==> src/rtl/i2c_watch_pkg.sv <==
package i2c_watch_pkg;
   // extra tag bits carried above the data byte
   localparam int TAG_BITS = 3;

   typedef enum logic [1:0] {
      COND_NONE    = 2'd0,
      COND_START   = 2'd1,
      COND_RESTART = 2'd2
   } cond_e;
endpackage

==> src/rtl/i2c_watch_tagger.sv <==
module i2c_watch_tagger
   import i2c_watch_pkg::*;
(
   input  logic clk,
   input  logic rst_n,
   input  logic en,
   input  logic ev_start,
   input  logic ev_rstart,
   input  logic ev_byte,
   output logic tag_start,
   output logic tag_rstart
);
   cond_e cond_q;

   // a byte consumes the pending tag; a condition in the same cycle arms the next byte
   always_ff @(posedge clk or negedge rst_n) begin
      if (!rst_n)
         cond_q <= COND_NONE;
      else if (en) begin
         if (ev_rstart)
            cond_q <= COND_RESTART;
         else if (ev_start)
            cond_q <= COND_START;
         else if (ev_byte)
            cond_q <= COND_NONE;
      end
   end

   assign tag_start  = (cond_q == COND_START);
   assign tag_rstart = (cond_q == COND_RESTART);
endmodule

==> src/rtl/i2c_watch_bus_state.sv <==
module i2c_watch_bus_state (
   input  logic clk,
   input  logic rst_n,
   input  logic en,
   input  logic ev_start,
   input  logic ev_rstart,
   input  logic ev_stop,
   input  logic idle_clr,
   output logic act,
   output logic idle
);
   always_ff @(posedge clk or negedge rst_n) begin
      if (!rst_n) begin
         act  <= 1'b0;
         idle <= 1'b0;
      end else begin
         if (en && (ev_start || ev_rstart))
            act <= 1'b1;
         else if (en && ev_stop)
            act <= 1'b0;

         if (en && ev_stop && act)
            idle <= 1'b1;
         else if (idle_clr)
            idle <= 1'b0;
      end
   end
endmodule

==> src/rtl/i2c_watch_slot.sv <==
module i2c_watch_slot #(
   parameter int WORD_W     = 11,
   parameter bit STRETCH_OK = 1'b1
) (
   input  logic              clk,
   input  logic              rst_n,
   input  logic              cap_vld,
   input  logic [WORD_W-1:0] cap_w,
   input  logic              rd,
   input  logic              stretch_en,
   input  logic              ovf_clr,
   output logic [WORD_W-1:0] word,
   output logic              rdy,
   output logic              ovf,
   output logic              sreq
);
   logic [WORD_W-1:0] held_w, nxt_word, nxt_held_w;
   logic              held_v, nxt_rdy, nxt_held_v, lose;

   always_comb begin
      nxt_word   = word;
      nxt_rdy    = rdy;
      nxt_held_v = held_v;
      nxt_held_w = held_w;
      lose       = 1'b0;
      // host read first: promote a parked byte or empty the slot
      if (rd && rdy) begin
         if (held_v) begin
            nxt_word   = held_w;
            nxt_held_v = 1'b0;
         end else begin
            nxt_rdy = 1'b0;
         end
      end
      // then the incoming byte
      if (cap_vld) begin
         if (!nxt_rdy) begin
            nxt_word = cap_w;
            nxt_rdy  = 1'b1;
         end else if (STRETCH_OK && stretch_en && !nxt_held_v) begin
            nxt_held_v = 1'b1;
            nxt_held_w = cap_w;
         end else begin
            lose = 1'b1;
         end
      end
   end

   always_ff @(posedge clk or negedge rst_n) begin
      if (!rst_n) begin
         word <= '0;
         rdy  <= 1'b0;
         ovf  <= 1'b0;
      end else begin
         word <= nxt_word;
         rdy  <= nxt_rdy;
         if (lose)
            ovf <= 1'b1;
         else if (ovf_clr)
            ovf <= 1'b0;
      end
   end

   generate
      if (STRETCH_OK) begin : g_hold
         always_ff @(posedge clk or negedge rst_n) begin
            if (!rst_n) begin
               held_v <= 1'b0;
               held_w <= '0;
            end else begin
               held_v <= nxt_held_v;
               held_w <= nxt_held_w;
            end
         end
      end else begin : g_nohold
         assign held_v = 1'b0;
         assign held_w = '0;
      end
   endgenerate

   assign sreq = held_v;
endmodule

==> src/rtl/i2c_bus_watch.sv <==
module i2c_bus_watch
   import i2c_watch_pkg::*;
#(
   parameter int DATA_W     = 8,
   parameter bit STRETCH_OK = 1'b1
) (
   input  logic                       clk,
   input  logic                       rst_n,
   input  logic                       mon_en,
   input  logic                       stretch_en,
   input  logic                       ev_start,
   input  logic                       ev_rstart,
   input  logic                       ev_byte,
   input  logic [DATA_W-1:0]          ev_data,
   input  logic                       ev_nack,
   input  logic                       ev_stop,
   input  logic                       rd_strobe,
   input  logic                       ovf_clr,
   input  logic                       idle_clr,
   output logic [DATA_W+TAG_BITS-1:0] cap_word,
   output logic                       rdy,
   output logic                       ovf,
   output logic                       act,
   output logic                       idle,
   output logic                       stretch_req
);
   localparam int WORD_W = DATA_W + TAG_BITS;

   generate
      if (DATA_W < 1) begin : g_bad_width
         $error("i2c_bus_watch: DATA_W must be at least 1");
      end
   endgenerate

   logic tag_s, tag_r;

   i2c_watch_tagger u_tag (
      .clk        (clk),
      .rst_n      (rst_n),
      .en         (mon_en),
      .ev_start   (ev_start),
      .ev_rstart  (ev_rstart),
      .ev_byte    (ev_byte),
      .tag_start  (tag_s),
      .tag_rstart (tag_r)
   );

   i2c_watch_bus_state u_bus (
      .clk       (clk),
      .rst_n     (rst_n),
      .en        (mon_en),
      .ev_start  (ev_start),
      .ev_rstart (ev_rstart),
      .ev_stop   (ev_stop),
      .idle_clr  (idle_clr),
      .act       (act),
      .idle      (idle)
   );

   i2c_watch_slot #(.WORD_W(WORD_W), .STRETCH_OK(STRETCH_OK)) u_slot (
      .clk        (clk),
      .rst_n      (rst_n),
      .cap_vld    (mon_en & ev_byte),
      .cap_w      ({ev_nack, tag_r, tag_s, ev_data}),
      .rd         (rd_strobe),
      .stretch_en (stretch_en),
      .ovf_clr    (ovf_clr),
      .word       (cap_word),
      .rdy        (rdy),
      .ovf        (ovf),
      .sreq       (stretch_req)
   );
endmodule

==> config.mk <==
export PLATFORM = sky130hd
export DESIGN_NAME = i2c_bus_watch
export DESIGN_NICKNAME = d
export VERILOG_FILES = /design/src/rtl/i2c_watch_pkg.sv /design/src/rtl/i2c_watch_tagger.sv /design/src/rtl/i2c_watch_bus_state.sv /design/src/rtl/i2c_watch_slot.sv /design/src/rtl/i2c_bus_watch.sv
export SDC_FILE = /design/constraint.sdc
export NUM_CORES = 1
export LEC_CHECK = 0
export BUFFER_PORTS_ARGS = -buffer_cell sky130_fd_sc_hd__buf_4
export CELL_PAD_IN_SITES_DETAIL_PLACEMENT = 1
export CELL_PAD_IN_SITES_GLOBAL_PLACEMENT = 1
export CORE_MARGIN = 2
export CORE_UTILIZATION = 39
export DETAILED_ROUTE_END_ITERATION = 16
export PLACE_DENSITY_LB_ADDON = 0.2
export SETUP_SLACK_MARGIN = 0.4
export SYNTH_ARGS = -nofsm -noshare
export SYNTH_HDL_FRONTEND = slang
export SYNTH_HIERARCHICAL = 1
export SYNTH_SLANG_ARGS = --single-unit
export TNS_END_PERCENT = 5
==> constraint.sdc <==
create_clock -name clk -period 1.54 [get_ports clk]
set_input_delay 0.308 -clock clk [delete_from_list [all_inputs] [get_ports clk]]
set_output_delay 0.308 -clock clk [all_outputs]
set_load 0.01 [all_outputs]
==> results.toml, run 1 <==
[power]
power_per_cell_area_nw_per_um2 = 1100
design_power_total_uw = 2390
worst_ir_drop_vdd_mv = 0.672
power.static_leakage_uw = 0.000997

[setup_path]
endpoint = "u_slot/held_w[6]"
setup.worst_path.end_class = "register"
reg2reg_depth = 5
critical_path_source = "u_slot/sreq"
reg2reg_from = "u_slot/sreq"
r2r_slack_ns = -0.02
timing.setup.critical_path_class = "register to register"
cp.required_ns = 1.75
critPathMaxFanout = 6
worstReg2RegEnd = "u_slot/held_w[6]"
critical_path.startpoint_type = "register"
worst_ep_arrival_time_ns = 1.76

[routing]
remaining_drc_errors = 0
ratio_of_routed_vias_to_standard_cells = 5.35
drt-wirelength-per-cell_um = 20.6
dr_total_vias = 1199
wirelength_um = 4610
initialDrtViolationCount = 34
drt-pass1-iter-count = 4
antenna_violating_nets_left = 0

[timing]
fin_ws_ns = -0.0172
clock-skew-final_ns = 0.00822
totalNegativeSetupSlack_ns = -0.0531
report.final.setup_viol = 6
timing.fmax_mhz = 642
report.final.slew_viol_count = 0
period_share_pct = 101
grt_setup_unrepaired = "yes"
timing.final.hold_violations = 0
slew-limit-headroom_pct = 74.4
finalCriticalPeriod_ns = 1.56
worst-slew-pin-transition_ns = 0.383

[layout]
number_of_nets_in_the_final_layout = 197
post_route_cells_drive_above_1_share_pct = 55.1
regArea_sq_um = 728
stdcell_count = 224
footprint_of_the_multi_input_gates_sq_um = 797
n_antenna_cell = 0
area.growth.synth_to_final_pct = 63.0
fill_cells = 339
post-route-util_pct = 65.7

[floorplan]
die_width_um = 62.5
initial_utilization_pct = 40.3
io_pins = 36
die_h_um = 62.5
core.rowCount = 21
core-area_sq_um = 3310
die_area_sq_um = 3910

[logic_synthesis]
ys_types = 26
post_synth.cell_area_avg_sq_um = 10.7
synthesis.nets = 145
yosysSeqAreaShare_pct = 54.4
syn_area_sq_um = 1340
yosys_synthesis_warning_count = 6
netlist_instances = 125
synth.ff_latch_count = 29

[clock_network]
path_clk_slew_ns = 0.09
clock_sink_count = 29
max-clock-path-buffers = 2
cts_max_level = 2
cts-root-buf = "clkbuf_4"
tritoncts = "yes"
worstSkewPairLatency_ns = 0.32
cts_made_buffers = 5

[grt]
grt.overflow.total = 0
grt.total_usage_pct = 23.2
grt_antenna_before_repair = 0
grt_first_pass_wirelength_um = 6900
grt_max_degree = 30
first_global_vias = 1326

[run]
timing.max_cap.violations = 0

[placed_design]
routabilityCongestion = 0.717
dp.final_hpwl_um = 2540
placed_cell_count = 213
buffer_ports.inserted = 35

[worst_hold_path]
min_path_type = "primary input to register"

[status]
status = "finished, violations left"
failed_checks = "negative setup slack"
final cells by class:
cell class / count / share of cell area, %
well taps: 46 / 2.65
flip-flops and latches: 29 / 33.5
inverters: 15 / 2.59
repair buffers: 53 / 22.4
multi-input cells: 73 / 36.6
clock buffers: 8 / 2.24
metrics by stage:
step / cell area [sq um] / setup WS [ns] / hold WS (ns)
after CTS: 2020 / -0.0136 / 0.156
after detailed placement: 1720 / -0.0496 / 0.255
after floorplan: 1340 / 0.128 / 0.0124
after global routing: 2180 / -0.0523 / 0.169
after global placement: 1720 / 0.00288 / 0.253
final: 2180 / -0.0172 / 0.171
how the worst min path moves through the flow:
stage / slack (ns) / cells after the start / startpoint / to
2_1_floorplan: 0.01 / 0 / rst_n / u_bus/act
3_3_place_gp: 0.25 / 1 / rst_n / u_slot/held_w[2]
3_5_place_dp: 0.25 / 1 / rst_n / u_slot/word[2]
4_1_cts: 0.16 / 2 / ovf_clr / u_slot/ovf
5_1_grt: 0.17 / 2 / ovf_clr / u_slot/ovf
6_report: 0.17 / 2 / ovf_clr / u_slot/ovf
cells by family (layout without fill, tap and decap cells):
kind of cell           Yosys count  after routing  share of synthesized area [%]
and+or+nand+nor                 25             25                           8.15
DFF                             29             29                           54.4
muxes                           11             11                           9.28
AOI/OAI and AO/OA               37             37                           20.2
buffers and inverters           23             76                           8.06
where the power goes:
group / internal [uW] / switching [uW]
Combinational: 490 / 312
Clock: 182 / 258
Sequential: 921 / 224
critical path: stages (launching register included):
cell and delay, ns:
dfrtp_2 0.42, buf_6 0.12, or2_1 0.21, a21oi_2 0.20, buf_6 0.18, mux2_4 0.31
cell usage in the layout, fill, tap and decap left out, drive strengths merged:
master,instances
buf,52
dfrtp,29
inv,15
nor2,14
o22ai,13
a221oi,11
mux2,11
clkbuf,8
nand2,5
o21ai,3
a21oi,3
nand3,2
a21o,2
and2,1
dlygate4sd3,1
a21bo,1
nand2b,1
a21boi,1
a22oi,1
or2,1
and2b,1
a22o,1
a2bb2oi,1
cell usage after synthesis:
master     count  area (sq um)
clkbuf_1       3          11.3
nand2b_1       1          6.26
o21ai_1        1          5.00
inv_1         15          56.3
buf_4          1          7.51
o21ai_0        2          10.0
nand2_1        5          18.8
nor2_1        14          52.6
and2b_2        1          8.76
dfrtp_1       29           726
a21boi_0       1          7.51
buf_6          2          22.5
or2_0          1          6.26
mux2_2        11           124
a22o_1         1          8.76
and2_1         1          6.26
a21o_1         2          15.0
buf_2          2          10.0
a22oi_1        1          7.51
a21oi_2        1          8.76
a21oi_1        2          10.0
nand3_1        2          10.0
a2bb2oi_1      1          8.76
a221oi_1      11          96.3
o22ai_1       13          81.3
a21bo_1        1          10.0
repair_timing:
item	CTS	global route
pin swaps	14	18
endpoints found under the hold margin	29	0
buffers inserted	2	0
gates resized for setup	50	27
hold buffers	1	0
setup endpoints to repair	38	39
flip-flops by register name, indices dropped and copies added (netlist names):
signal and count:
u_slot/ovf 1, u_slot/held_w 11, u_slot/word 11, u_slot/rdy 1
u_tag/cond_q 2, u_bus/act 1, u_slot/sreq 1, u_bus/idle 1
layer usage:
metal | up-vias | track usage [%] | part of all wire, % | wire length, um
met5 | - | 0 | 0 | 0
met4 | 0 | 5.83 | 1.2 | 55
met3 | 6 | 5.95 | 3.0 | 139
met2 | 28 | 41.0 | 54 | 2510
met1 | 608 | 28.1 | 41 | 1900
li1 | 557 | - | - | -
Note: power is estimated with default switching activity, not from simulation.
==> inputs of run 2 (changes only) <==
--- a/config.mk
+++ b/config.mk
@@ -5,6 +5,7 @@
 export SDC_FILE = /design/constraint.sdc
 export NUM_CORES = 1
 export LEC_CHECK = 0
+export ABC_CLOCK_PERIOD_IN_PS = 1500
 export BUFFER_PORTS_ARGS = -buffer_cell sky130_fd_sc_hd__buf_4
 export CELL_PAD_IN_SITES_DETAIL_PLACEMENT = 1
 export CELL_PAD_IN_SITES_GLOBAL_PLACEMENT = 1
==> constraint.sdc (replaced) <==
create_clock -name clk -period 1.5 [get_ports clk]
set_input_delay 0.15 -clock clk [delete_from_list [all_inputs] [get_ports clk]]
set_output_delay 0.15 -clock clk [all_outputs]
set_load 0.01 [all_outputs]
==> run 2 against run 1 <==
- the flow now finishes without violations
- die area stayed put
- fmax rose by 5.7%
- routed wire length fell by 22%
- sequential share of layout area increased by 5.6 points
- design area is 14% lower
- count of clock-buffer cells in the layout shrank 1
- clock skew rose by 0.0048 ns
- core utilization decreased by 9.5 points
- first-iteration DRC count up 2.9%
- critical endpoint is now u_slot/held_w[5]
==> results.toml, run 2 (synthesis results as in run 1) <==
[grt]
first_global_vias = 1271
grt.overflow.total = 0
grt_first_pass_wirelength_um = 6290
grt.total_usage_pct = 20.6
grt_max_degree = 30
grt_antenna_before_repair = 0

[layout]
n_antenna_cell = 0
area.growth.synth_to_final_pct = 39.5
post_route_cells_drive_above_1_share_pct = 46.8
mostFrequentLayoutCells = "buf_4, dfrtp_1, inv_1, nor2_1, o22ai_1"
top_registers = "u_slot/held_w: 11 flops, u_slot/word: 11 flops, u_tag/cond_q: 2 flops"
stdcell_count = 217
number_of_nets_in_the_final_layout = 190
layout.cells.most_common = "buf_4"

[power]
switching_share_pct = 30.1
p_int_uw = 1540
worst_ir_drop_vdd_mv = 0.605
share_seq_of_total_power_pct = 48.4
power_switching_uw = 664
share_comb_of_total_power_pct = 26.7
design_power_total_uw = 2210
power.static_leakage_uw = 0.000889
power_per_cell_area_nw_per_um2 = 1190
clock_power_share_pct = 24.8

[floorplan]
die_area_sq_um = 3910
core-area_sq_um = 3310
initial_utilization_pct = 40.3
io_pins = 36
core.rowCount = 21
die_h_um = 62.5
die_width_um = 62.5

[routing]
antenna_violating_nets_left = 0
initialDrtViolationCount = 35
ratio_of_routed_vias_to_standard_cells = 5.27
wirelength_um = 3580
drt-wirelength-per-cell_um = 16.5
remaining_drc_errors = 0
drt-pass1-iter-count = 4
dr_total_vias = 1144

[timing]
report.final.slew_viol_count = 0
timing.final.hold_violations = 0
fin_ws_ns = 0.0272
finalCriticalPeriod_ns = 1.47
report.final.setup_viol = 0
slew-limit-headroom_pct = 75.2
clock-skew-final_ns = 0.0130
worst-slew-pin-transition_ns = 0.372
timing.fmax_mhz = 679
grt_setup_unrepaired = "yes"
period_share_pct = 98.2

[setup_path]
worst_ep_arrival_time_ns = 1.68
cp.required_ns = 1.70
critical_path.startpoint_type = "register"
critPathMaxFanout = 6
setup.worst_path.end_class = "register"
timing.setup.critical_path_class = "register to register"

[placed_design]
routabilityCongestion = 0.762
buffer_ports.inserted = 35
dp.final_hpwl_um = 2540
post-place-ws_ns = 0.0564
placed_cell_count = 206

[clock_network]
worstSkewPairLatency_ns = 0.32
cts_made_buffers = 5
max-clock-path-buffers = 2
clock_sink_count = 29
cts_max_level = 2
cts-root-buf = "clkbuf_4"
path_clk_slew_ns = 0.10
tritoncts = "yes"

[worst_hold_path]
min_path_type = "primary input to register"

[run]
timing.max_cap.violations = 0

[status]
status = "finished, final reports clean"
[run 2: cell count changes in the layout (fill, tap and decap cells not counted), moves of 2 or more]
cell      delta
buf_4        +7
clkbuf_1     -3
o22ai_4     -11
a221oi_1     +2
clkbuf_8     +2
mux2_2      +11
mux2_4      -11
o22ai_1     +11
a221oi_2     -2
buf_6       -15
[run 2: final cells by class]
type                            count  area (sq um)
Fill cell                         375          1450
Sequential cell                    29           728
Multi-Input combinational cell     73           573
Timing Repair Buffer               46           377
Clock buffer                        7          65.1
Tap cell                           46          57.6
Inverter                           15          56.3
Clock inverter                      1          5.00
[run 2: power groups by stage]
stage	logic [uW]	clock network, uW	registers (uW)
6_report	590	548	1070
4_1_cts	541	564	1070
5_1_grt	651	595	1100
3_3_place_gp	507	0	1060
2_1_floorplan	254	0	1080
3_5_place_dp	532	0	1080
[run 2: timing repair]
action,4_1_cts,5_1_grt
resized for setup,3,19
hold buffers,2,0
endpoints found under the hold margin,30,0
endpoints found under the setup margin,24,24
buffers inserted,1,0
pin swaps,1,10
[run 2: worst paths after layout]
kind                                   from  slack [ns]  cells past startpoint                to
max                             u_slot/sreq        0.03                      4  u_slot/held_w[5]
min                                 ovf_clr       0.009                      2        u_slot/ovf
max reg2reg                     u_slot/sreq        0.03                      4  u_slot/held_w[5]
min reg2reg                u_slot/held_w[3]        0.53                      1  u_slot/held_w[3]
max in group asynchronous             rst_n        0.93                      2       u_slot/sreq
min in group asynchronous             rst_n        0.28                      2        u_slot/ovf
[run 2: critical path, cell delays in order, from the launching register on]
cell	delay, ns
dfrtp_2	0.42
or2_0	0.21
a21oi_2	0.22
buf_6	0.16
mux2_2	0.35
[run 2: routing by layer]
metal  GRT usage [%]  part of all wire [%]  up-vias
met1            24.9                    43      577
li1                -                     -      540
met4            8.33                   1.5        0
met3            4.50                   3.1        5
met5               0                     0        -
met2            35.8                    53       22
[run 2: through the flow]
stage               TNS [ns]  hold WS, ns  cell area, sq um  util (%)
floorplan                  0       -0.146              1340         -
global placement           0       0.0932              1670      50.3
detailed placement         0       0.0962              1670      50.3
CTS                        0     0.000708              1770      53.5
global route         -0.0242     0.000591              1860      56.2
finish                     0      0.00853              1860      56.2
